--- src/rtl/dsw_pkg.sv ---
`timescale 1ns/1ps
package dsw_pkg;

  typedef enum logic [1:0] {
    STG_IDLE  = 2'd0,
    STG_ONE   = 2'd1,
    STG_TWO   = 2'd2,
    STG_FIRED = 2'd3
  } stage_e;

  typedef enum logic [1:0] {
    GRD_SHUT = 2'd0,
    GRD_HALF = 2'd1,
    GRD_OPEN = 2'd2
  } guard_e;

  typedef enum logic [1:0] {
    IRQ_LEVEL = 2'b00,
    IRQ_PULSE = 2'b01,
    IRQ_NMI   = 2'b10,
    IRQ_NONE  = 2'b11
  } irq_kind_e;

  // register byte offsets
  localparam int OFS_PRE1 = 0;
  localparam int OFS_PRE2 = 4;
  localparam int OFS_STAT = 8;
  localparam int OFS_RLD  = 12;
  localparam int OFS_CFG  = 16;
  localparam int OFS_LOCK = 20;

  localparam int KEY_W = 16;
  localparam logic [KEY_W-1:0] KEY_ARM  = 16'h0080;
  localparam logic [KEY_W-1:0] KEY_OPEN = 16'h0086;

  // bit positions
  localparam int BIT_KICK  = 8;
  localparam int BIT_FLAG  = 9;
  localparam int BIT_NORST = 5;
  localparam int BIT_FAST  = 2;
  localparam int BIT_LOCK  = 0;
  localparam int BIT_EN    = 1;
  localparam int BIT_MODE  = 2;
  localparam int BIT_STAT  = 0;

endpackage

--- src/rtl/dsw_unlock_guard.sv ---
`timescale 1ns/1ps
// Two-write key sequence that admits one protected write per completion.
module dsw_unlock_guard
  import dsw_pkg::*;
(
  input  logic             clk,
  input  logic             rst_n,
  input  logic             wr_key,    // write to the reload register
  input  logic [KEY_W-1:0] key_data,
  input  logic             wr_prot,   // write to any protected register
  output logic             open_o,
  output logic             accept_o
);

  guard_e state;

  assign open_o   = (state == GRD_OPEN);
  assign accept_o = open_o & wr_prot;

  always_ff @(posedge clk or negedge rst_n) begin
    if (!rst_n) begin
      state <= GRD_SHUT;
    end else begin
      unique case (state)
        GRD_SHUT: begin
          if (wr_key && key_data == KEY_ARM) state <= GRD_HALF;
        end
        GRD_HALF: begin
          if (wr_prot) begin
            if (wr_key && key_data == KEY_OPEN)     state <= GRD_OPEN;
            else if (wr_key && key_data == KEY_ARM) state <= GRD_HALF;
            else                                    state <= GRD_SHUT;
          end
        end
        GRD_OPEN: begin
          if (wr_prot) state <= GRD_SHUT;
        end
        default: state <= GRD_SHUT;
      endcase
    end
  end

endmodule

--- src/rtl/dsw_prescaler.sv ---
`timescale 1ns/1ps
// Free-running divider, held at zero while stopped or restarted.
module dsw_prescaler #(
  parameter int SLOW_SHIFT = 15,
  parameter int FAST_SHIFT = 5
) (
  input  logic clk,
  input  logic rst_n,
  input  logic run,
  input  logic restart,
  input  logic fast,
  output logic tick_o
);

  localparam int CW = (SLOW_SHIFT > FAST_SHIFT) ? SLOW_SHIFT : FAST_SHIFT;

  logic [CW-1:0] cnt;
  logic          slow_hit;
  logic          fast_hit;

  always_ff @(posedge clk or negedge rst_n) begin
    if (!rst_n)                cnt <= '0;
    else if (!run || restart)  cnt <= '0;
    else                       cnt <= cnt + CW'(1);
  end

  assign slow_hit = &cnt[SLOW_SHIFT-1:0];
  assign fast_hit = &cnt[FAST_SHIFT-1:0];
  assign tick_o   = run & ~restart & (fast ? fast_hit : slow_hit);

endmodule

--- src/rtl/dsw_stage_engine.sv ---
`timescale 1ns/1ps
// Two cascaded countdown stages; stage 1 may self-reload in timer mode.
module dsw_stage_engine
  import dsw_pkg::*;
#(
  parameter int               PRE_W    = 20,
  parameter logic [PRE_W-1:0] PRE_INIT = '0
) (
  input  logic             clk,
  input  logic             rst_n,
  input  logic             run,
  input  logic             reload,
  input  logic             timer_mode,
  input  logic             tick,
  input  logic [PRE_W-1:0] pre1,
  input  logic [PRE_W-1:0] pre2,
  output logic             s1_exp_o,
  output logic             s2_exp_o,
  output logic             fired_o
);

  stage_e           stage;
  logic [PRE_W-1:0] cnt1;
  logic [PRE_W-1:0] cnt2;
  logic             in_one;
  logic             live;

  assign in_one   = (stage == STG_IDLE) || (stage == STG_ONE);
  assign live     = run & ~reload & tick;
  assign s1_exp_o = live & in_one & (cnt1 <= PRE_W'(1));
  assign s2_exp_o = live & ~timer_mode & (stage == STG_TWO) & (cnt2 <= PRE_W'(1));
  assign fired_o  = (stage == STG_FIRED);

  always_ff @(posedge clk or negedge rst_n) begin
    if (!rst_n) begin
      stage <= STG_IDLE;
      cnt1  <= PRE_INIT;
      cnt2  <= PRE_INIT;
    end else if (!run) begin
      stage <= STG_IDLE;
      cnt1  <= pre1;
      cnt2  <= pre2;
    end else if (reload) begin
      stage <= STG_ONE;
      cnt1  <= pre1;
      cnt2  <= pre2;
    end else begin
      unique case (stage)
        STG_IDLE, STG_ONE: begin
          stage <= STG_ONE;
          if (tick) begin
            if (cnt1 <= PRE_W'(1)) begin
              if (timer_mode) cnt1  <= pre1;
              else            stage <= STG_TWO;
            end else begin
              cnt1 <= cnt1 - PRE_W'(1);
            end
          end
        end
        STG_TWO: begin
          if (timer_mode) begin
            stage <= STG_ONE;
            cnt1  <= pre1;
          end else if (tick) begin
            if (cnt2 <= PRE_W'(1)) stage <= STG_FIRED;
            else                   cnt2  <= cnt2 - PRE_W'(1);
          end
        end
        STG_FIRED: begin
          stage <= STG_FIRED;
        end
        default: stage <= STG_IDLE;
      endcase
    end
  end

endmodule

--- src/rtl/dual_stage_watchdog.sv ---
`timescale 1ns/1ps
// Register file, decode and outputs of the two-stage watchdog.
module dual_stage_watchdog
  import dsw_pkg::*;
#(
  parameter int               ADDR_W     = 5,
  parameter int               DATA_W     = 32,   // must exceed PRE_W
  parameter int               PRE_W      = 20,
  parameter int               SLOW_SHIFT = 15,
  parameter int               FAST_SHIFT = 5,
  parameter logic [PRE_W-1:0] PRE_INIT   = PRE_W'(30 << 9)
) (
  input  logic              clk,
  input  logic              por_n,
  input  logic              rst_n,
  input  logic              bus_sel,
  input  logic              bus_we,
  input  logic [ADDR_W-1:0] bus_addr,
  input  logic [DATA_W-1:0] bus_wdata,
  output logic [DATA_W-1:0] bus_rdata,
  output logic              irq_o,
  output logic              nmi_o,
  output logic              wdt_rst_o
);

  logic blk_rst_n;
  assign blk_rst_n = rst_n & por_n;

  // decode
  logic wr, rd;
  logic hit_pre1, hit_pre2, hit_stat, hit_rld, hit_cfg, hit_lock;
  logic wr_prot, guard_open, accept, kick, flag_clr;

  assign wr       = bus_sel & bus_we;
  assign rd       = bus_sel & ~bus_we;
  assign hit_pre1 = (bus_addr == ADDR_W'(OFS_PRE1));
  assign hit_pre2 = (bus_addr == ADDR_W'(OFS_PRE2));
  assign hit_stat = (bus_addr == ADDR_W'(OFS_STAT));
  assign hit_rld  = (bus_addr == ADDR_W'(OFS_RLD));
  assign hit_cfg  = (bus_addr == ADDR_W'(OFS_CFG));
  assign hit_lock = (bus_addr == ADDR_W'(OFS_LOCK));
  assign wr_prot  = wr & (hit_pre1 | hit_pre2 | hit_rld);

  dsw_unlock_guard i_guard (
    .clk      (clk),
    .rst_n    (blk_rst_n),
    .wr_key   (wr & hit_rld),
    .key_data (bus_wdata[KEY_W-1:0]),
    .wr_prot  (wr_prot),
    .open_o   (guard_open),
    .accept_o (accept)
  );

  assign kick     = accept & hit_rld & bus_wdata[BIT_KICK];
  assign flag_clr = accept & hit_rld & bus_wdata[BIT_FLAG];

  // register file
  logic [PRE_W-1:0] pre1, pre2;
  logic             cfg_norst, cfg_fast;
  irq_kind_e        cfg_irq;
  logic             lck_en, lck_lock, lck_mode;
  logic             st_irq, pulse_q, timeout_flag;
  logic             tick, s1_exp, s2_exp, fired;

  always_ff @(posedge clk or negedge blk_rst_n) begin
    if (!blk_rst_n) begin
      pre1 <= PRE_INIT;
      pre2 <= PRE_INIT;
    end else if (accept) begin
      if (hit_pre1) pre1 <= bus_wdata[PRE_W-1:0];
      if (hit_pre2) pre2 <= bus_wdata[PRE_W-1:0];
    end
  end

  always_ff @(posedge clk or negedge blk_rst_n) begin
    if (!blk_rst_n) begin
      cfg_norst <= 1'b0;
      cfg_fast  <= 1'b0;
      cfg_irq   <= IRQ_LEVEL;
    end else if (wr && hit_cfg) begin
      cfg_norst <= bus_wdata[BIT_NORST];
      cfg_fast  <= bus_wdata[BIT_FAST];
      cfg_irq   <= irq_kind_e'(bus_wdata[1:0]);
    end
  end

  always_ff @(posedge clk or negedge blk_rst_n) begin
    if (!blk_rst_n) begin
      lck_en   <= 1'b0;
      lck_lock <= 1'b0;
      lck_mode <= 1'b0;
    end else if (wr && hit_lock && !lck_lock) begin
      lck_en   <= bus_wdata[BIT_EN];
      lck_lock <= bus_wdata[BIT_LOCK];
      lck_mode <= bus_wdata[BIT_MODE];
    end
  end

  always_ff @(posedge clk or negedge blk_rst_n) begin
    if (!blk_rst_n) begin
      st_irq  <= 1'b0;
      pulse_q <= 1'b0;
    end else begin
      if (s1_exp && cfg_irq != IRQ_NONE)           st_irq <= 1'b1;
      else if (wr && hit_stat && bus_wdata[BIT_STAT]) st_irq <= 1'b0;
      pulse_q <= s1_exp && (cfg_irq == IRQ_PULSE);
    end
  end

  // survives the system reset, cleared only at power-on
  always_ff @(posedge clk or negedge por_n) begin
    if (!por_n)        timeout_flag <= 1'b0;
    else if (s2_exp)   timeout_flag <= 1'b1;
    else if (flag_clr) timeout_flag <= 1'b0;
  end

  dsw_prescaler #(
    .SLOW_SHIFT (SLOW_SHIFT),
    .FAST_SHIFT (FAST_SHIFT)
  ) i_presc (
    .clk     (clk),
    .rst_n   (blk_rst_n),
    .run     (lck_en),
    .restart (kick),
    .fast    (cfg_fast),
    .tick_o  (tick)
  );

  dsw_stage_engine #(
    .PRE_W    (PRE_W),
    .PRE_INIT (PRE_INIT)
  ) i_engine (
    .clk        (clk),
    .rst_n      (blk_rst_n),
    .run        (lck_en),
    .reload     (kick),
    .timer_mode (lck_mode),
    .tick       (tick),
    .pre1       (pre1),
    .pre2       (pre2),
    .s1_exp_o   (s1_exp),
    .s2_exp_o   (s2_exp),
    .fired_o    (fired)
  );

  // outputs
  assign irq_o     = ((cfg_irq == IRQ_LEVEL) & st_irq) | pulse_q;
  assign nmi_o     = (cfg_irq == IRQ_NMI) & st_irq;
  assign wdt_rst_o = fired & ~cfg_norst;

  always_comb begin
    bus_rdata = '0;
    if (rd) begin
      if (hit_pre1) bus_rdata[PRE_W-1:0] = pre1;
      if (hit_pre2) bus_rdata[PRE_W-1:0] = pre2;
      if (hit_stat) bus_rdata[BIT_STAT]  = st_irq;
      if (hit_rld)  bus_rdata[BIT_FLAG]  = timeout_flag;
      if (hit_cfg) begin
        bus_rdata[BIT_NORST] = cfg_norst;
        bus_rdata[BIT_FAST]  = cfg_fast;
        bus_rdata[1:0]       = cfg_irq;
      end
      if (hit_lock) begin
        bus_rdata[BIT_EN]   = lck_en;
        bus_rdata[BIT_LOCK] = lck_lock;
        bus_rdata[BIT_MODE] = lck_mode;
      end
    end
  end

  logic unused_hi;
  assign unused_hi = ^bus_wdata[DATA_W-1:PRE_W];

endmodule

--- config.mk ---
export PLATFORM = sky130hd
export DESIGN_NAME = dual_stage_watchdog
export DESIGN_NICKNAME = d
export VERILOG_FILES = /design/src/rtl/dsw_pkg.sv /design/src/rtl/dsw_unlock_guard.sv /design/src/rtl/dsw_prescaler.sv /design/src/rtl/dsw_stage_engine.sv /design/src/rtl/dual_stage_watchdog.sv
export SDC_FILE = /design/constraint.sdc
export NUM_CORES = 1
export LEC_CHECK = 0
export ABC_AREA = 1
export CORE_MARGIN = 2
export CORE_UTILIZATION = 57
export DETAILED_ROUTE_END_ITERATION = 7
export DONT_BUFFER_PORTS = 1
export GPL_TIMING_DRIVEN = 0
export PLACE_DENSITY = 0.78
export SYNTH_ARGS = -nofsm -noshare
export SYNTH_HDL_FRONTEND = slang
export SYNTH_SLANG_ARGS = --single-unit
--- constraint.sdc ---
create_clock -name clk -period 8.9 [get_ports clk]
set_clock_uncertainty 0.15 [all_clocks]
set_input_delay 1.335 -clock clk [delete_from_list [all_inputs] [get_ports clk]]
set_output_delay 1.335 -clock clk [all_outputs]
set_load 0.02 [all_outputs]
==> metrics <==
run status finished clean; number of global-route vias before repair between 5000 and 6000; Post-DRT Antenna Nets 0; critical setup path kind primary input to output pin; largest net degree at the start of global routing 74; standard cell core area 11910 sq um; antenna cells 0; RD Place Congestion just under 1; overall routed net length 18.94 mm; critical path arrival 2.99 ns; top-count cell post-synth sky130_fd_sc_hd__nand2_1; Crit Path Max Fanout 10; startpoint types primary input; wire length of the first global-routing pass 30.11 mm; clock tree from TritonCTS done; synth top area cells sky130_fd_sc_hd__dfrtp_1 (34%), sky130_fd_sc_hd__nand2_1 (17%), sky130_fd_sc_hd__dfstp_2 (6.1%); share of cells above drive strength 1 0.09295; count of unique library cells instantiated by Yosys 44; Post-synth EDFFs 0; count of buffers inserted at the top-level ports 0; area of the die about 13000 sq um; wire per inst 16.20 microns; Die X 114.1 microns; via density per instance 5.668; most used flip-flop cell after synthesis sky130_fd_sc_hd__dfrtp_1; final setup violating endpoints 0; Resized Gates After CTS 0; slowest stage delay, CP roughly 0.54 ns; number of sinks handled by clock tree synthesis 109; slew at the pin closest to its max-slew limit approximately 0.69 ns; post-synthesis instance total around 1000; DRT iter0 DRCs roughly 700; max-slew violation count 0; crit end category output pin; number of maximum-capacitance violations 0; overall power after layout 0.0009890 W; 1st-pass router iterations 5; vias after detailed routing 6626; post-route minimum period around 4.5 ns; flip-flop and latch count after synthesis 109; final-layout setup total negative slack 0 ns; worst-path cell with the longest stage delay sky130_fd_sc_hd__a21oi_1; worst hold-check slack 0.3190 ns; Avg Inst Size Synth 6.950 sq um; count of pins on the block boundary 77; total overflow reported by the global router 0; non-filler instance count after layout 1169; clock buffer depth 2; proportion of register bits with asynchronous set or reset after synthesis 1.000; worst vdd ir 180.1 uV; Worst Hold Class flip-flop to flip-flop; max-slew headroom at the worst pin 0.5382; number of hold violations in the final report 0; crit-path cells nor2_2, nand2_1, nor2_2, buf_2, nand2_1, a21oi_1; Syn Std Cell Area just under 7000 sq um; met1 track demand over resource 0.4282; growth of design area from synthesis to finish 8.404%; area fraction of the dominant cell type after synthesis 0.3369; net count of the finished layout 1065; height of the die 114.1 microns; number of placement rows 40; number of antenna violations at the first check in global routing 0; portion of the clock cycle consumed by the worst path in the final layout 0.5026; hold buffers post-CTS 0; most common library cells after synthesis sky130_fd_sc_hd__nand2_1 (322), sky130_fd_sc_hd__nor2_1 (104), sky130_fd_sc_hd__dfrtp_1 (93); Initial Utilization 0.5799; H-tree Lvls 3; post-placement cell count between 1000 and 1500; Synth area leader sky130_fd_sc_hd__dfrtp_1; clock edge transition at the registers on the reported setup and hold paths 0.07 ns; Worst Path Required 7.41 ns; global routing met3 resource utilization 0.06088; Power Dens Cells 132.1 nW/um^2; Seq/Total Area, Yosys 0.3978; Root Buffer Master sky130_fd_sc_hd__clkbuf_16; leakage dissipation between 3 and 4 nW; unrepaired setup endpoints after global routing false; number of warnings reported in the yosys synthesis log 0; clock latency of the later-clocked register in the worst-skew pair between 0.3 and 0.4 ns; buffers inserted by post-CTS timing repair 0; maximum clock frequency 223.6 MHz; hpwl dp 14.06 mm; GR Layer Usage met2 0.4631; TritonCTS buffer count 9; overall fraction of global-route tracks in use 0.3011; DRC Markers 0; global routing's busiest layer met2
==> worst max-delay path: cells and delay by family <==
| kind | cells | cell delay, ns |
|---|---|---|
| AO/OA/AOI/OAI | 1 | 0.54 |
| buffers and inverters | 1 | 0.32 |
| AND/OR/NAND/NOR | 4 | 0.80 |
==> flip-flops by register name, summed over array words and instances (netlist names) <==
name,cells
st_irq,1
i_engine.cnt1,20
i_engine.cnt2,20
pre1,20
cfg_irq,2
lck_lock,1
lck_en,1
i_presc.cnt,15
cfg_norst,1
pre2,20
i_engine.stage,2
lck_mode,1
i_guard.state,2
cfg_fast,1
pulse_q,1
timeout_flag,1
==> cell type report <==
| cell class | instances | area [sq um] |
|---|---|---|
| Clock buffer | 10 | 239.0 |
| Clock inverter | 6 | 86.33 |
| Inverter | 98 | 370.4 |
| Buffer | 47 | 296.5 |
| Timing Repair Buffer | 1 | 27.53 |
| Sequential cell | 109 | 2748 |
| Tap cell | 147 | 183.9 |
| Multi-Input combinational cell | 751 | 3537 |
| Fill cell | 1081 | 4423 |
==> layout by cell type, fill, tap and decap left out, drive strengths merged <==
cell      synthesis  final
nand4            19     19
conb              1     12
clkbuf           13     23
ha                6      6
bufinv            0      2
nand3            84     84
nand2           327    327
mux2i             3      3
inv              97     97
o31ai             3      3
buf              34     35
dfstp            16     16
or2               5      5
a41oi             1      1
clkinv            1      4
clkinvlp          0      1
o21ai            86     86
nor4              4      4
o21bai            3      3
a21oi            41     41
o211ai            2      2
nand3b            1      1
xnor2             4      4
a211oi            1      1
and2              2      2
a31oi             3      3
nor3              5      5
o22ai             1      1
o21a              2      2
nor2            115    115
dfrtp            93     93
nor3b             1      1
xor2             20     20
==> worst paths after layout <==
check                                 start          endpoint  slack (ns)  cells after the start
max                             bus_addr[1]     bus_rdata[17]        4.43                      6
min                          i_presc.cnt[0]    i_presc.cnt[0]        0.32                      1
max reg2reg                i_engine.cnt1[0]  i_engine.cnt1[0]        6.64                     14
min reg2reg                  i_presc.cnt[0]    i_presc.cnt[0]        0.32                      1
max in group asynchronous             rst_n          pre2[13]        7.02                      3
min in group asynchronous             por_n      timeout_flag        0.51                      0
==> cell families after synthesis <==
group / Yosys count / share of synthesized area
and+or+nand+nor: 563 / 0.3488
buffers and inverters: 145 / 0.09618
DFF: 109 / 0.3978
muxes: 3 / 0.004347
xor gates and xnor gates: 24 / 0.03043
other: 1 / 0.0005429
AOI/OAI and AO/OA: 143 / 0.1110
adders and majority gates: 6 / 0.01087
==> routing by layer <==
metal,share of wire,up-vias
met5,0,-
met4,0.027,0
met3,0.079,32
met2,0.45,271
met1,0.44,3113
li1,-,3210
==> stage by stage <==
| stage | utilization | instance area (sq um) | setup WS, ns |
|---|---|---|---|
| after floorplan | - | 6949 | 4.560 |
| after global placement | 0.5988 | 7133 | 3.316 |
| after detailed placement | 0.6014 | 7163 | 4.486 |
| after CTS | 0.6287 | 7488 | 4.464 |
| after global routing | 0.6287 | 7488 | 4.307 |
| final | 0.6287 | 7488 | 4.427 |
==> power by group <==
| part | switching [W] | internal [W] |
|---|---|---|
| registers | 0.00000386 | 0.000498 |
| clock network | 0.000192 | 0.000254 |
| logic | 0.0000310 | 0.0000101 |
| total | 0.000227 | 0.000762 |
(Power assumes the default switching activity.)
